**src/rtl/rtc_cal_pkg.sv**
```systemverilog
package rtc_cal_pkg;

    localparam int unsigned BYTE_W  = 8;
    localparam int unsigned VAL_W   = 7;
    localparam int unsigned SEL_W   = 3;
    localparam logic [6:0]  CENT_RST = 7'd20;

    typedef enum logic [SEL_W-1:0] {
        F_SEC  = 3'd0,
        F_MIN  = 3'd1,
        F_HOUR = 3'd2,
        F_WDAY = 3'd3,
        F_MDAY = 3'd4,
        F_MON  = 3'd5,
        F_YEAR = 3'd6,
        F_CENT = 3'd7
    } field_e;

    typedef struct packed {
        logic [6:0] cent;
        logic [6:0] year;
        logic [3:0] mon;
        logic [4:0] mday;
        logic [2:0] wday;
        logic [4:0] hour;
        logic [5:0] min;
        logic [5:0] sec;
    } tod_t;

    // binary 0..99 to packed BCD
    function automatic logic [7:0] to_bcd(input logic [6:0] v);
        logic [6:0] tens;
        logic [6:0] units;
        tens  = v / 7'd10;
        units = v - tens * 7'd10;
        return {tens[3:0], units[3:0]};
    endfunction

    function automatic logic [4:0] month_len(input logic [3:0] m, input logic [6:0] y);
        case (m)
            4'd2:                      return (y[1:0] == 2'b00) ? 5'd29 : 5'd28;
            4'd4, 4'd6, 4'd9, 4'd11:   return 5'd30;
            default:                   return 5'd31;
        endcase
    endfunction

endpackage

```
**src/rtl/rtc_cal_wrdec.sv**
```systemverilog
module rtc_cal_wrdec
    import rtc_cal_pkg::*;
(
    input  logic        fmt_bin,
    input  logic        mode_24h,
    input  field_e      sel,
    input  logic [7:0]  data,
    output logic [6:0]  val,
    output logic        ok
);

    logic       h12;
    logic       use_bcd;
    logic       nib_ok;
    logic [7:0] src;
    logic [7:0] num;
    logic [7:0] lo;
    logic [7:0] hi;
    logic [7:0] base12;

    always_comb begin
        h12     = (sel == F_HOUR) && !mode_24h;
        use_bcd = !fmt_bin || (sel == F_CENT);
        src     = h12 ? {1'b0, data[6:0]} : data;

        if (use_bcd) begin
            nib_ok = (src[7:4] <= 4'd9) && (src[3:0] <= 4'd9);
            num    = {4'd0, src[7:4]} * 8'd10 + {4'd0, src[3:0]};
        end else begin
            nib_ok = 1'b1;
            num    = src;
        end

        case (sel)
            F_SEC, F_MIN:    begin lo = 8'd0; hi = 8'd59; end
            F_HOUR:          begin lo = h12 ? 8'd1 : 8'd0; hi = h12 ? 8'd12 : 8'd23; end
            F_WDAY:          begin lo = 8'd1; hi = 8'd7;  end
            F_MDAY:          begin lo = 8'd1; hi = 8'd31; end
            F_MON:           begin lo = 8'd1; hi = 8'd12; end
            default:         begin lo = 8'd0; hi = 8'd99; end
        endcase

        ok = nib_ok && (num >= lo) && (num <= hi);

        base12 = (num == 8'd12) ? 8'd0 : num;
        if (h12)
            val = base12[6:0] + (data[7] ? 7'd12 : 7'd0);
        else
            val = num[6:0];
    end

endmodule

```
**src/rtl/rtc_cal_core.sv**
```systemverilog
module rtc_cal_core
    import rtc_cal_pkg::*;
(
    input  logic        clk,
    input  logic        rst,
    input  logic        tick,
    input  logic        halt,
    input  logic        wr_en,
    input  field_e      wr_sel,
    input  logic [6:0]  wr_val,
    input  logic        wr_ok,
    output tod_t        tod_q,
    output logic        done_q
);

    tod_t tod_adv;
    tod_t tod_n;
    logic adv;

    assign adv = tick && !halt && !wr_en;

    // one-second advance with full carry chain
    always_comb begin
        tod_adv = tod_q;
        if (tod_q.sec >= 6'd59) begin
            tod_adv.sec = 6'd0;
            if (tod_q.min >= 6'd59) begin
                tod_adv.min = 6'd0;
                if (tod_q.hour >= 5'd23) begin
                    tod_adv.hour = 5'd0;
                    tod_adv.wday = (tod_q.wday >= 3'd7) ? 3'd1 : tod_q.wday + 3'd1;
                    if (tod_q.mday >= month_len(tod_q.mon, tod_q.year)) begin
                        tod_adv.mday = 5'd1;
                        if (tod_q.mon >= 4'd12) begin
                            tod_adv.mon = 4'd1;
                            if (tod_q.year >= 7'd99) begin
                                tod_adv.year = 7'd0;
                                tod_adv.cent = (tod_q.cent >= 7'd99) ? 7'd0 : tod_q.cent + 7'd1;
                            end else begin
                                tod_adv.year = tod_q.year + 7'd1;
                            end
                        end else begin
                            tod_adv.mon = tod_q.mon + 4'd1;
                        end
                    end else begin
                        tod_adv.mday = tod_q.mday + 5'd1;
                    end
                end else begin
                    tod_adv.hour = tod_q.hour + 5'd1;
                end
            end else begin
                tod_adv.min = tod_q.min + 6'd1;
            end
        end else begin
            tod_adv.sec = tod_q.sec + 6'd1;
        end
    end

    always_comb begin
        tod_n = tod_q;
        if (wr_en) begin
            if (wr_ok) begin
                case (wr_sel)
                    F_SEC:   tod_n.sec  = wr_val[5:0];
                    F_MIN:   tod_n.min  = wr_val[5:0];
                    F_HOUR:  tod_n.hour = wr_val[4:0];
                    F_WDAY:  tod_n.wday = wr_val[2:0];
                    F_MDAY:  tod_n.mday = wr_val[4:0];
                    F_MON:   tod_n.mon  = wr_val[3:0];
                    F_YEAR:  tod_n.year = wr_val;
                    default: tod_n.cent = wr_val;
                endcase
            end
        end else if (adv) begin
            tod_n = tod_adv;
        end
    end

    always_ff @(posedge clk) begin
        if (rst) begin
            tod_q      <= '0;
            tod_q.wday <= 3'd1;
            tod_q.mday <= 5'd1;
            tod_q.mon  <= 4'd1;
            tod_q.cent <= CENT_RST;
            done_q     <= 1'b0;
        end else begin
            tod_q  <= tod_n;
            done_q <= adv;
        end
    end

    assert_time_range_R1: assert property (@(posedge clk) disable iff (rst)
        (tod_q.sec < 6'd60) && (tod_q.min < 6'd60));

    assert_hour_range_R2: assert property (@(posedge clk) disable iff (rst)
        tod_q.hour < 5'd24);

    assert_date_range_R5: assert property (@(posedge clk) disable iff (rst)
        (tod_q.wday >= 3'd1) && (tod_q.mday >= 5'd1) &&
        (tod_q.mon >= 4'd1) && (tod_q.mon <= 4'd12));

    assert_year_range_R6: assert property (@(posedge clk) disable iff (rst)
        (tod_q.year < 7'd100) && (tod_q.cent < 7'd100));

    assert_halt_freeze_R7: assert property (@(posedge clk) disable iff (rst)
        (halt && !wr_en) |=> $stable(tod_q));

    assert_done_cause_R8: assert property (@(posedge clk) disable iff (rst)
        done_q |-> $past(tick && !halt && !wr_en));

    assert_sec_step_R1: assert property (@(posedge clk) disable iff (rst)
        (done_q && ($past(tod_q.sec) != 6'd59)) |-> (tod_q.sec == $past(tod_q.sec) + 6'd1));

    assert_write_wins_R10: assert property (@(posedge clk) disable iff (rst)
        (wr_en && tick) |=> !done_q);

endmodule

```
**src/rtl/rtc_cal_fmt.sv**
```systemverilog
module rtc_cal_fmt
    import rtc_cal_pkg::*;
(
    input  tod_t        tod,
    input  logic        fmt_bin,
    input  logic        mode_24h,
    output logic [7:0]  sec_b,
    output logic [7:0]  min_b,
    output logic [7:0]  hour_b,
    output logic [7:0]  wday_b,
    output logic [7:0]  mday_b,
    output logic [7:0]  mon_b,
    output logic [7:0]  year_b,
    output logic [7:0]  cent_b
);

    function automatic logic [7:0] enc(input logic [6:0] v, input logic bin);
        return bin ? {1'b0, v} : to_bcd(v);
    endfunction

    logic [6:0] h12;
    logic       pm;
    logic [7:0] h12_enc;

    always_comb begin
        pm = (tod.hour >= 5'd12);
        if (tod.hour == 5'd0)
            h12 = 7'd12;
        else if (tod.hour > 5'd12)
            h12 = {2'b00, tod.hour - 5'd12};
        else
            h12 = {2'b00, tod.hour};
        h12_enc = enc(h12, fmt_bin);

        sec_b  = enc({1'b0, tod.sec}, fmt_bin);
        min_b  = enc({1'b0, tod.min}, fmt_bin);
        hour_b = mode_24h ? enc({2'b00, tod.hour}, fmt_bin) : {pm, h12_enc[6:0]};
        wday_b = enc({4'd0, tod.wday}, fmt_bin);
        mday_b = enc({2'b00, tod.mday}, fmt_bin);
        mon_b  = enc({3'd0, tod.mon}, fmt_bin);
        year_b = enc(tod.year, fmt_bin);
        cent_b = to_bcd(tod.cent);
    end

endmodule

```
**src/rtl/rtc_calendar.sv**
```systemverilog
module rtc_calendar
    import rtc_cal_pkg::*;
#(
    parameter int unsigned DW = BYTE_W
) (
    input  logic            clk,
    input  logic            rst,
    input  logic            tick_1hz,
    input  logic            halt,
    input  logic            fmt_bin,
    input  logic            mode_24h,
    input  logic            wr_en,
    input  logic [SEL_W-1:0] wr_sel,
    input  logic [DW-1:0]   wr_data,
    output logic [DW-1:0]   sec_o,
    output logic [DW-1:0]   min_o,
    output logic [DW-1:0]   hour_o,
    output logic [DW-1:0]   wday_o,
    output logic [DW-1:0]   mday_o,
    output logic [DW-1:0]   mon_o,
    output logic [DW-1:0]   year_o,
    output logic [DW-1:0]   cent_o,
    output logic            upd_done
);

    localparam int unsigned PM_BIT = DW - 1;

    field_e           sel;
    logic [VAL_W-1:0] wr_val;
    logic             wr_ok;
    tod_t             tod;

    assign sel = field_e'(wr_sel);

    rtc_cal_wrdec u_dec (
        .fmt_bin  (fmt_bin),
        .mode_24h (mode_24h),
        .sel      (sel),
        .data     (wr_data[7:0]),
        .val      (wr_val),
        .ok       (wr_ok)
    );

    rtc_cal_core u_core (
        .clk    (clk),
        .rst    (rst),
        .tick   (tick_1hz),
        .halt   (halt),
        .wr_en  (wr_en),
        .wr_sel (sel),
        .wr_val (wr_val),
        .wr_ok  (wr_ok),
        .tod_q  (tod),
        .done_q (upd_done)
    );

    rtc_cal_fmt u_fmt (
        .tod      (tod),
        .fmt_bin  (fmt_bin),
        .mode_24h (mode_24h),
        .sec_b    (sec_o),
        .min_b    (min_o),
        .hour_b   (hour_o),
        .wday_b   (wday_o),
        .mday_b   (mday_o),
        .mon_b    (mon_o),
        .year_b   (year_o),
        .cent_b   (cent_o)
    );

    assert_h12_nonzero_R3: assert property (@(posedge clk) disable iff (rst)
        !mode_24h |-> (hour_o[PM_BIT-1:0] != '0));

    assert_bcd_digits_R4: assert property (@(posedge clk) disable iff (rst)
        !fmt_bin |-> ((sec_o[3:0] <= 4'd9) && (min_o[3:0] <= 4'd9) && (year_o[3:0] <= 4'd9)));

    assert_cent_bcd_R6: assert property (@(posedge clk) disable iff (rst)
        (cent_o[3:0] <= 4'd9) && (cent_o[7:4] <= 4'd9));

endmodule

```
**config.mk**
```make
export PLATFORM = sky130hd
export DESIGN_NAME = rtc_calendar
export DESIGN_NICKNAME = d
export VERILOG_FILES = /design/src/rtl/rtc_cal_pkg.sv /design/src/rtl/rtc_cal_wrdec.sv /design/src/rtl/rtc_cal_core.sv /design/src/rtl/rtc_cal_fmt.sv /design/src/rtl/rtc_calendar.sv
export SDC_FILE = /design/constraint.sdc
export NUM_CORES = 1
export LEC_CHECK = 0
export ABC_AREA = 1
export BUFFER_PORTS_ARGS = -buffer_cell sky130_fd_sc_hd__clkbuf_2
export CORE_MARGIN = 5
export CORE_UTILIZATION = 58
export DETAILED_ROUTE_END_ITERATION = 8
export PLACE_DENSITY = 0.8
export SKIP_LAST_GASP = 1
export SLEW_MARGIN = 20
export SYNTH_ARGS = -nofsm -noshare
export SYNTH_HDL_FRONTEND = slang
export SYNTH_SLANG_ARGS = --single-unit
```
**constraint.sdc**
```tcl
create_clock -name clk -period 5.05 [get_ports clk]
set_input_delay 0.7575 -clock clk [delete_from_list [all_inputs] [get_ports clk]]
set_output_delay 0.7575 -clock clk [all_outputs]
set_load 0.02 [all_outputs]
```
==> results of run 1 <==
-- layout make-up --
type                    count  area (µm²)  share of cell area, %
multi-input cells         781        4487                  67.84
flip-flops and latches     44       884.6                  13.37
clock buffers               5       68.82                  1.040
inverters                 140       528.0                  7.983
well taps                 136       170.2                  2.573
repair buffers             83       462.9                  7.000
clock inverters             2       12.51                 0.1892
-- state kept, by name, summed over array words and instances, names as in the netlist --
signal	flops
u_core.tod_q	43
u_core.done_q	1
-- synth_stat cells, drive strengths merged (3+ instances only) --
| cell type | count | area [µm²] |
|---|---|---|
| clkbuf | 20 | 76.32 |
| xnor2 | 4 | 35.03 |
| nand2 | 250 | 955.9 |
| a21oi | 70 | 350.3 |
| o21ai | 66 | 337.8 |
| nand3 | 81 | 427.9 |
| o2111ai | 3 | 26.28 |
| nor2 | 111 | 426.7 |
| dfxtp | 44 | 880.8 |
| buf | 33 | 241.5 |
| o211ai | 3 | 27.52 |
| fa | 10 | 200.2 |
| or2 | 3 | 18.77 |
| ha | 73 | 913.4 |
| nor3b | 3 | 22.52 |
| a31oi | 8 | 50.05 |
| inv | 139 | 524.3 |
| o31ai | 3 | 22.52 |
| xor2 | 23 | 201.4 |
| nand4 | 7 | 43.79 |
| nand3b | 22 | 165.2 |
| nor3 | 12 | 60.06 |
-- per-layer routing --
layer	up-vias	global-route usage [%]
met3	32	3.262
met2	164	38.98
met5	-	0
met1	2856	31.89
met4	0	6.651
li1	3313	-
-- power groups by stage --
stage	clock, W	sequential, W	combinational, W
after floorplan	0	0.000379	0.000376
after global placement	0	0.000384	0.000476
after detailed placement	0	0.000384	0.000483
after CTS	0.000225	0.000376	0.000485
after global routing	0.000237	0.000380	0.000562
final	0.000223	0.000377	0.000497
-- kinds of logic after synthesis --
| logic type | synth area share (%) |
|---|---|
| buf+inv | 13.77 |
| compound gates | 15.10 |
| other cells | 0.06107 |
| xor+xnor | 3.851 |
| fa+ha+maj | 18.13 |
| flops | 14.34 |
| simple gates | 34.74 |
-- worst max-delay path by stage --
stage | to | slack (ns) | cells past startpoint
after floorplan | u_core.tod_q[15] | 0.63 | 29
after global placement | u_core.tod_q[33] | 0.17 | 28
after detailed placement | u_core.tod_q[24] | 0.06 | 28
after CTS | hour_o[2] | 0.09 | 21
after global routing | sec_o[3] | -0.02 | 23
final | sec_o[3] | 0.30 | 23
-- critical path: stages (launching register included) --
cell,delay (ns)
dfxtp_1,0.40
inv_1,0.13
ha_1,0.20
nor2_1,0.21
nand2_1,0.12
nand2_2,0.12
xor2_2,0.22
nand2_1,0.12
nand2_1,0.08
nand2_1,0.10
inv_1,0.13
ha_1,0.24
nand2_1,0.07
nand3_1,0.09
nand2_1,0.12
ha_1,0.15
inv_1,0.05
fa_1,0.38
xnor2_1,0.22
inv_1,0.08
nand2_1,0.08
nand3_1,0.06
o21ai_1,0.13
clkbuf_2,0.20
-- repair_timing --
action / in CTS / in global routing
setup endpoints to repair: 0 / 6
resized for setup: 0 / 11
buffers inserted: 0 / 2
-- stage by stage --
step | cell area [µm²] | setup WS [ns] | utilization (%)
floorplan | 6186 | 0.6327 | -
global placement | 6486 | 0.1713 | 62.83
detailed placement | 6486 | 0.06291 | 62.83
CTS | 6568 | 0.09051 | 63.62
global route | 6614 | -0.02359 | 64.07
finish | 6614 | 0.3024 | 64.07
==> results.json, run 1 <==
{
  "grt_pass1_vias": 5663,
  "synth_top_flop_cell": "dfxtp_1",
  "netlist_area_um2": 6141,
  "setup_viol": 0,
  "async_flop_share_pct": 0,
  "area_growth_pct": 7.702,
  "syn_inst": 1006,
  "rows": 37,
  "hold_path_depth": 2,
  "die_width_um": 112.9,
  "crit_path_start_kind": "flip-flop",
  "max_freq_ghz": 0.2106,
  "end_kind": "primary output",
  "setup-tns-final_ns": 0,
  "ys_seq_area_share_pct": 14.34,
  "portBuffers": 69,
  "synth_edf_count": 0,
  "drv_cap": 0,
  "place.gp.congestion": 0.8861,
  "wire_per_inst_um": 12.94,
  "die_area_um2": 12750,
  "antenna_found_initial": 0,
  "fin_nets": 1156,
  "grt_usage_pct": 23.50,
  "coreArea_um2": 10320,
  "cp.required_ns": 4.29,
  "initial_core_util_pct": 59.48,
  "r2r_start": "u_core.tod_q[25]",
  "clockPowerShare_pct": 20.3,
  "cts_tree": "built",
  "fin_crit_ns": 4.748,
  "drc": 0,
  "place_inst": 1182,
  "drive_above_1_share_pct": 11.66,
  "mostFrequentLayoutCells": "nand2_1 (243), inv_1 (132), nor2_1 (107)",
  "wl_met1_um": 7291,
  "status": "finished, final reports clean",
  "min_period_over_period_pct": 94.01,
  "clkTransAtPathRegs_ns": 0.09,
  "cts.sinks": 44,
  "worst_pin_slew_ns": 0.9065,
  "hp-class": "reg -> reg",
  "reg2reg_to": "u_core.tod_q[29]",
  "layout.cells.non_filler": 1191,
  "wirelength_um": 15420,
  "viasPerCell": 5.344,
  "final_common_cell": "nand2_1",
  "drt_pre_antenna_iters": 5,
  "clk_latency_ns": 0.31,
  "routed-via-count": 6365,
  "root_buffer": "clkbuf_8",
  "cts_buffer_depth": 2,
  "avgSynthCellArea_um2": 6.104,
  "crit_fanout": 5,
  "r2r_setup_slack_ns": 1.80,
  "ys_types": 51,
  "reg2regPathDepth": 17,
  "hp-start": "u_core.tod_q[20]",
  "cts_max_level": 2,
  "ir_worst_vdd_mv": 0.1420,
  "fp.dieH_um": 112.9,
  "fillers": 989,
  "grt_max_degree": 46,
  "whs_ns": 0.5406,
  "p_total_w": 0.001096,
  "switching_share_pct": 43.09,
  "powerDensity_nw_per_um2": 165.8,
  "antennaDiodeCount": 0,
  "slew_viol_final": 0,
  "ant_nets": 0,
  "p_int_w": 0.0006239,
  "synth-seq-cells": 44,
  "min_to": "u_core.tod_q[20]",
  "finalHoldViolCount": 0,
  "grt_pass1_wl_um": 25730,
  "critical_path_class": "reg -> out",
  "numCtsBuffers": 5,
  "finClkSkew_ns": 0.01072,
  "combPwrFrac_pct": 45.3,
  "drtIter0Drc": 414,
  "highest_layer": "met4",
  "p_switching_w": 0.0004724,
  "synth_warnings": 0,
  "grt_overflow": 0,
  "slew_headroom_pct": 39.35,
  "p_leak_nw": 3.444,
  "route.met2.wl_um": 7025,
  "holdBufCountCts": 0,
  "dp.final_hpwl_um": 11860,
  "crit_start": "u_core.tod_q[4]",
  "critical_path_arrival_ns": 3.99,
  "io_pins": 83,
  "met3_wirelength_um": 737,
  "seq_power_share_pct": 34.4
}
Note: power is estimated with default switching activity, not from simulation.
==> run 2, diff against run 1 <==
--- a/config.mk
+++ b/config.mk
@@ -15,4 +15,5 @@
 export SLEW_MARGIN = 20
 export SYNTH_ARGS = -nofsm -noshare
 export SYNTH_HDL_FRONTEND = slang
+export SYNTH_HIERARCHICAL = 1
 export SYNTH_SLANG_ARGS = --single-unit
==> results.json, run 2 <==
{
  "grt_pass1_wl_um": 25280,
  "synth_edf_count": 0,
  "max_freq_ghz": 0.2113,
  "grt_usage_pct": 22.84,
  "mostFrequentLayoutCells": "nand2_1 (269), inv_1 (134), nor2_1 (102)",
  "synth_fa_ha_area_share_pct": 14.36,
  "worst_pin_slew_ns": 1.035,
  "ant_nets": 0,
  "drc": 0,
  "largest_register": "u_core/tod_q",
  "fp.dieH_um": 113.9,
  "synth-seq-cells": 44,
  "setup-tns-final_ns": 0,
  "hold_path_depth": 2,
  "status": "finished, final reports clean",
  "clk_latency_ns": 0.30,
  "portBuffers": 69,
  "antenna_found_initial": 0,
  "synth.top_cells.by_count": "nand2_1 (269), inv_1 (135), nor2_1 (103), nand3_1 (84), o21ai_0 (75)",
  "rows": 38,
  "netlist_area_um2": 6257,
  "fin_crit_ns": 4.732,
  "coreArea_um2": 10700,
  "io_pins": 83,
  "slew_headroom_pct": 30.60,
  "cts.sinks": 44,
  "grt_max_degree": 37,
  "dp.final_hpwl_um": 11700,
  "synth_simple_gate_area_share_pct": 40.55,
  "end_kind": "primary output",
  "viasPerCell": 5.202,
  "crit_path_start_kind": "flip-flop",
  "initial_core_util_pct": 58.49,
  "fin_nets": 1180,
  "stdcell_area_um2": 6761,
  "reg2regPathDepth": 15,
  "clkTransAtPathRegs_ns": 0.09,
  "yosys.area.top_type_share_pct": 16.14,
  "drt_pre_antenna_iters": 5,
  "synth_area_leader_cell": "nand2_1",
  "drv_cap": 0,
  "wirelength_um": 15090,
  "cp.required_ns": 4.29,
  "hp-class": "reg -> reg",
  "place.gp.congestion": 0.9124,
  "syn_inst": 1036,
  "async_flop_share_pct": 0,
  "setup_viol": 0,
  "wire_per_inst_um": 12.21,
  "critPathMaxStageDelay_ns": 0.48,
  "cts_buffer_depth": 2,
  "min_period_over_period_pct": 93.71,
  "drtIter0Drc": 464,
  "muxShareOfSynthArea_pct": 0,
  "reg_top3": "u_core/tod_q: 43 flops, u_core/done_q: 1 flops",
  "yosysMostFrequentCell": "nand2_1",
  "ir_worst_vdd_mv": 0.09514,
  "synth_top_flop_cell": "dfxtp_1",
  "area_growth_pct": 8.058,
  "grt_pass1_vias": 5652,
  "grt_overflow": 0,
  "synth_area_leaders": "nand2_1 (16%), dfxtp_1 (14%), ha_1 (12%)",
  "post-cts-setup-buffers": 0,
  "whs_ns": 0.5374,
  "slew_viol_final": 0,
  "finClkSkew_ns": 0.005545,
  "crit_fanout": 9,
  "critical_path_arrival_ns": 3.97,
  "cts_max_level": 2,
  "ys_types": 46,
  "root_buffer": "clkbuf_8",
  "antennaDiodeCount": 0,
  "die_area_um2": 12970,
  "p_leak_nw": 3.626,
  "largest_reg_flops": 43,
  "synthXorXnorAreaFrac_pct": 4.059,
  "numCtsBuffers": 5,
  "placed_area_um2": 6651,
  "powerDensity_nw_per_um2": 150.9,
  "synth_top_family_by_area": "simple AND/OR/NAND/NOR gates",
  "fin_ws_ns": 0.3175,
  "final_common_cell": "nand2_1",
  "drive_above_1_share_pct": 16.97,
  "slowest_stage": "fa_1",
  "pre_cts_ws_ns": 0.2794,
  "avgSynthCellArea_um2": 6.040,
  "finalHoldViolCount": 0,
  "r2r_setup_slack_ns": 2.40,
  "ys_seq_area_share_pct": 14.08,
  "routed-via-count": 6430,
  "synth_warnings": 6,
  "critical_path_class": "reg -> out",
  "die_width_um": 113.9,
  "cts_tree": "built",
  "synth_compound_area_share_pct": 13.38
}
run 2: cell count changes after synthesis, moves of 7 or more:
cell,delta
a21oi_1,-34
nand2_1,+24
nand2_2,+24
nand3b_1,-15
ha_1,-14
inv_2,+14
o21ai_0,+12
clkbuf_1,-11
nand3_2,+11
nand2_4,+7
nor3_1,-7
run 2: routing by layer:
layer / GRT usage [%] / vias to the layer above / part of all wire, %
met2: 39.38 / 189 / 46
met5: 0 / - / 0
met3: 2.440 / 18 / 6.1
li1: - / 3393 / -
met1: 30.90 / 2830 / 46
met4: 4.909 / 0 / 1.2
run 2: per-stage QoR:
stage                     util (%)  total power (W)  instances
after floorplan                  -        0.0006907       1048
after global placement       62.18        0.0007786       1228
after detailed placement     62.18        0.0007848       1228
after CTS                    63.09         0.001023       1236
after global routing         63.20         0.001093       1236
final                        63.20         0.001020       1236
run 2: cell type report:
cell class	count	area, µm²
inverter	159	599.3
tap	140	175.2
clock inverter	2	15.01
multi-input combinational	806	4583
clock buffer	6	82.58
sequential	44	885.9
timing repair buffer	79	420.4
fill	1055	3936
run 2: final timing paths:
| path | to | from |
|---|---|---|
| hold reg to reg | u_core/tod_q[19] | u_core/tod_q[19] |
| setup / recovery | hour_o[2] | u_core/tod_q[15] |
| hold / removal | u_core/tod_q[19] | u_core/tod_q[19] |
| setup reg to reg | u_core/tod_q[30] | u_core/tod_q[26] |
run 2: kinds of logic (layout without fill, tap and decap cells):
logic type               count (synthesis)  after routing
buffers and inverters                  198            246
flip-flops                              44             44
XOR/XNOR                                29             29
adder cells (fa/ha/maj)                 67             67
AO/OA/AOI/OAI                          150            150
AND/OR/NAND/NOR                        547            547
other                                    1             13
run 2: report_power, final:
| part | internal, W | leakage, nW | total, W | switching, W |
|---|---|---|---|---|
| Combinational | 0.000139 | 3.23 | 0.000409 | 0.000270 |
| Clock | 0.000111 | 0.0434 | 0.000238 | 0.000127 |
| Sequential | 0.000355 | 0.358 | 0.000373 | 0.0000172 |
run 2: repair_timing:
| action | CTS | global route |
|---|---|---|
| resized for setup | 0 | 7 |
| endpoints found under the setup margin | 0 | 3 |
| hold buffers | 0 | 0 |
run 2: critical path: cells and delay by family (launching register included):
family	cells	cell delay, ns
AOI/OAI and AO/OA	4	0.52
and+or+nand+nor	9	0.70
buffers and inverters	8	0.67
adders and majority gates	6	1.41
DFF	1	0.37
==> run 3, diff against run 2 <==
--- a/config.mk
+++ b/config.mk
@@ -11,6 +11,7 @@
 export CORE_UTILIZATION = 58
 export DETAILED_ROUTE_END_ITERATION = 8
 export PLACE_DENSITY = 0.8
+export RECOVER_POWER = 50
 export SKIP_LAST_GASP = 1
 export SLEW_MARGIN = 20
 export SYNTH_ARGS = -nofsm -noshare
==> results.json, run 3 (synthesized netlist as in run 2, its figures left out) <==
{
  "initial_core_util_pct": 58.49,
  "dp.final_hpwl_um": 11700,
  "portBuffers": 69,
  "cts_tree": "built",
  "placed_area_um2": 6651,
  "post-cts-setup-buffers": 0,
  "mostFrequentLayoutCells": "nand2_1 (271), inv_1 (135), nor2_1 (102)",
  "slew_viol_final": 0,
  "final_common_cell": "nand2_1",
  "cp.required_ns": 4.29,
  "largest_register": "u_core/tod_q",
  "wirelength_um": 15130,
  "drc": 0,
  "crit_path_start_kind": "flip-flop",
  "finalHoldViolCount": 0,
  "fp.dieH_um": 113.9,
  "io_pins": 83,
  "end_kind": "primary output",
  "cts.repair.resized": 0,
  "grt_pass1_wl_um": 25280,
  "antennaDiodeCount": 0,
  "clkTransAtPathRegs_ns": 0.09,
  "largest_reg_flops": 43,
  "drive_above_1_share_pct": 13.14,
  "finClkSkew_ns": 0.004694,
  "grt_pass1_vias": 5652,
  "viasPerCell": 5.179,
  "grt_overflow": 0,
  "critical_path_arrival_ns": 3.95,
  "worst_pin_slew_ns": 1.026,
  "routed-via-count": 6401,
  "die_area_um2": 12970,
  "grt_usage_pct": 22.84,
  "reg_top3": "u_core/tod_q: 43 flops, u_core/done_q: 1 flops",
  "cts_max_level": 2,
  "place.gp.congestion": 0.9124,
  "area_growth_pct": 7.159,
  "whs_ns": 0.5373,
  "holdBufCountCts": 0,
  "slowest_stage": "fa_1",
  "numCtsBuffers": 5,
  "cts.sinks": 44,
  "stdcell_area_um2": 6705,
  "rows": 38,
  "setup_viol": 0,
  "drtIter0Drc": 482,
  "drv_cap": 0,
  "cp_top_family": "adder cells",
  "critical_path_class": "reg -> out",
  "ir_worst_vdd_mv": 0.09507,
  "cts_buffer_depth": 2,
  "min_period_over_period_pct": 93.14,
  "slew_headroom_pct": 31.15,
  "fin_nets": 1180,
  "critPathMaxStageDelay_ns": 0.48,
  "worst-path-buf-inv": 8,
  "max_freq_ghz": 0.2126,
  "antenna_found_initial": 0,
  "coreArea_um2": 10700,
  "status": "finished, final reports clean",
  "root_buffer": "clkbuf_8",
  "die_width_um": 113.9,
  "wire_per_inst_um": 12.24,
  "clk_latency_ns": 0.30,
  "drt_pre_antenna_iters": 6,
  "powerDensity_nw_per_um2": 151.9,
  "p_leak_nw": 3.499,
  "grt_max_degree": 37,
  "fillers": 1071,
  "ant_nets": 0,
  "hp-class": "reg -> reg",
  "fin_crit_ns": 4.703,
  "crit_fanout": 9
}
==> run 3: where the power goes <==
group          total (W)  switching [W]  internal [W]
clock network   0.000240       0.000129      0.000111
registers       0.000373      0.0000173      0.000355
logic           0.000406       0.000270      0.000136
==> run 3: worst register-to-register path, cell delays in order, from the launching register on <==
cell	delay, ns
dfxtp_1	0.48
ha_1	0.22
nor3b_1	0.28
a21oi_1	0.12
ha_1	0.28
inv_1	0.04
nand2_1	0.05
nand2_1	0.05
nand2_1	0.06
nand2_1	0.17
nand2_2	0.15
nand3_1	0.17
nor2_4	0.25
nand2_1	0.08
nand2_1	0.07
nor2_1	0.08
==> run 3: per-stage QoR <==
step	setup slack [ns]	std cells	TNS [ns]	total power (W)	util, %
after floorplan	0.7373	1048	0	0.0006907	-
after detailed placement	0.2794	1228	0	0.0007848	62.18
final	0.3466	1236	0	0.001018	62.68
after global routing	-0.02221	1236	-0.04354	0.001090	62.68
after CTS	0.1135	1236	0	0.001023	63.09
after global placement	0.3533	1228	0	0.0007786	62.18
==> run 3: layout make-up <==
class | instances | area [µm²] | area share [%]
clock buffers | 6 | 82.58 | 1.232
repair buffers | 79 | 372.9 | 5.561
clock inverters | 2 | 15.01 | 0.2239
well taps | 140 | 175.2 | 2.612
inverters | 159 | 599.3 | 8.938
flip-flops and latches | 44 | 885.9 | 13.21
multi-input cells | 806 | 4574 | 68.22
==> run 3: path summary, 6_finish.rpt <==
kind	endpoint	cells after the start	start	slack [ns]
worst min-delay path	u_core/tod_q[19]	2	u_core/tod_q[19]	0.54
worst min register to register	u_core/tod_q[19]	2	u_core/tod_q[19]	0.54
worst max register to register	u_core/tod_q[30]	15	u_core/tod_q[26]	2.38
worst max-delay path	hour_o[2]	27	u_core/tod_q[15]	0.35
==> run 3: routing by layer <==
layer | GRT usage, % | part of all wire (%) | vias to the layer above
li1 | - | - | 3389
met1 | 30.90 | 47 | 2814
met2 | 39.38 | 46 | 176
met3 | 2.440 | 6.0 | 22
met4 | 4.909 | 1.5 | 0
met5 | 0 | 0 | -
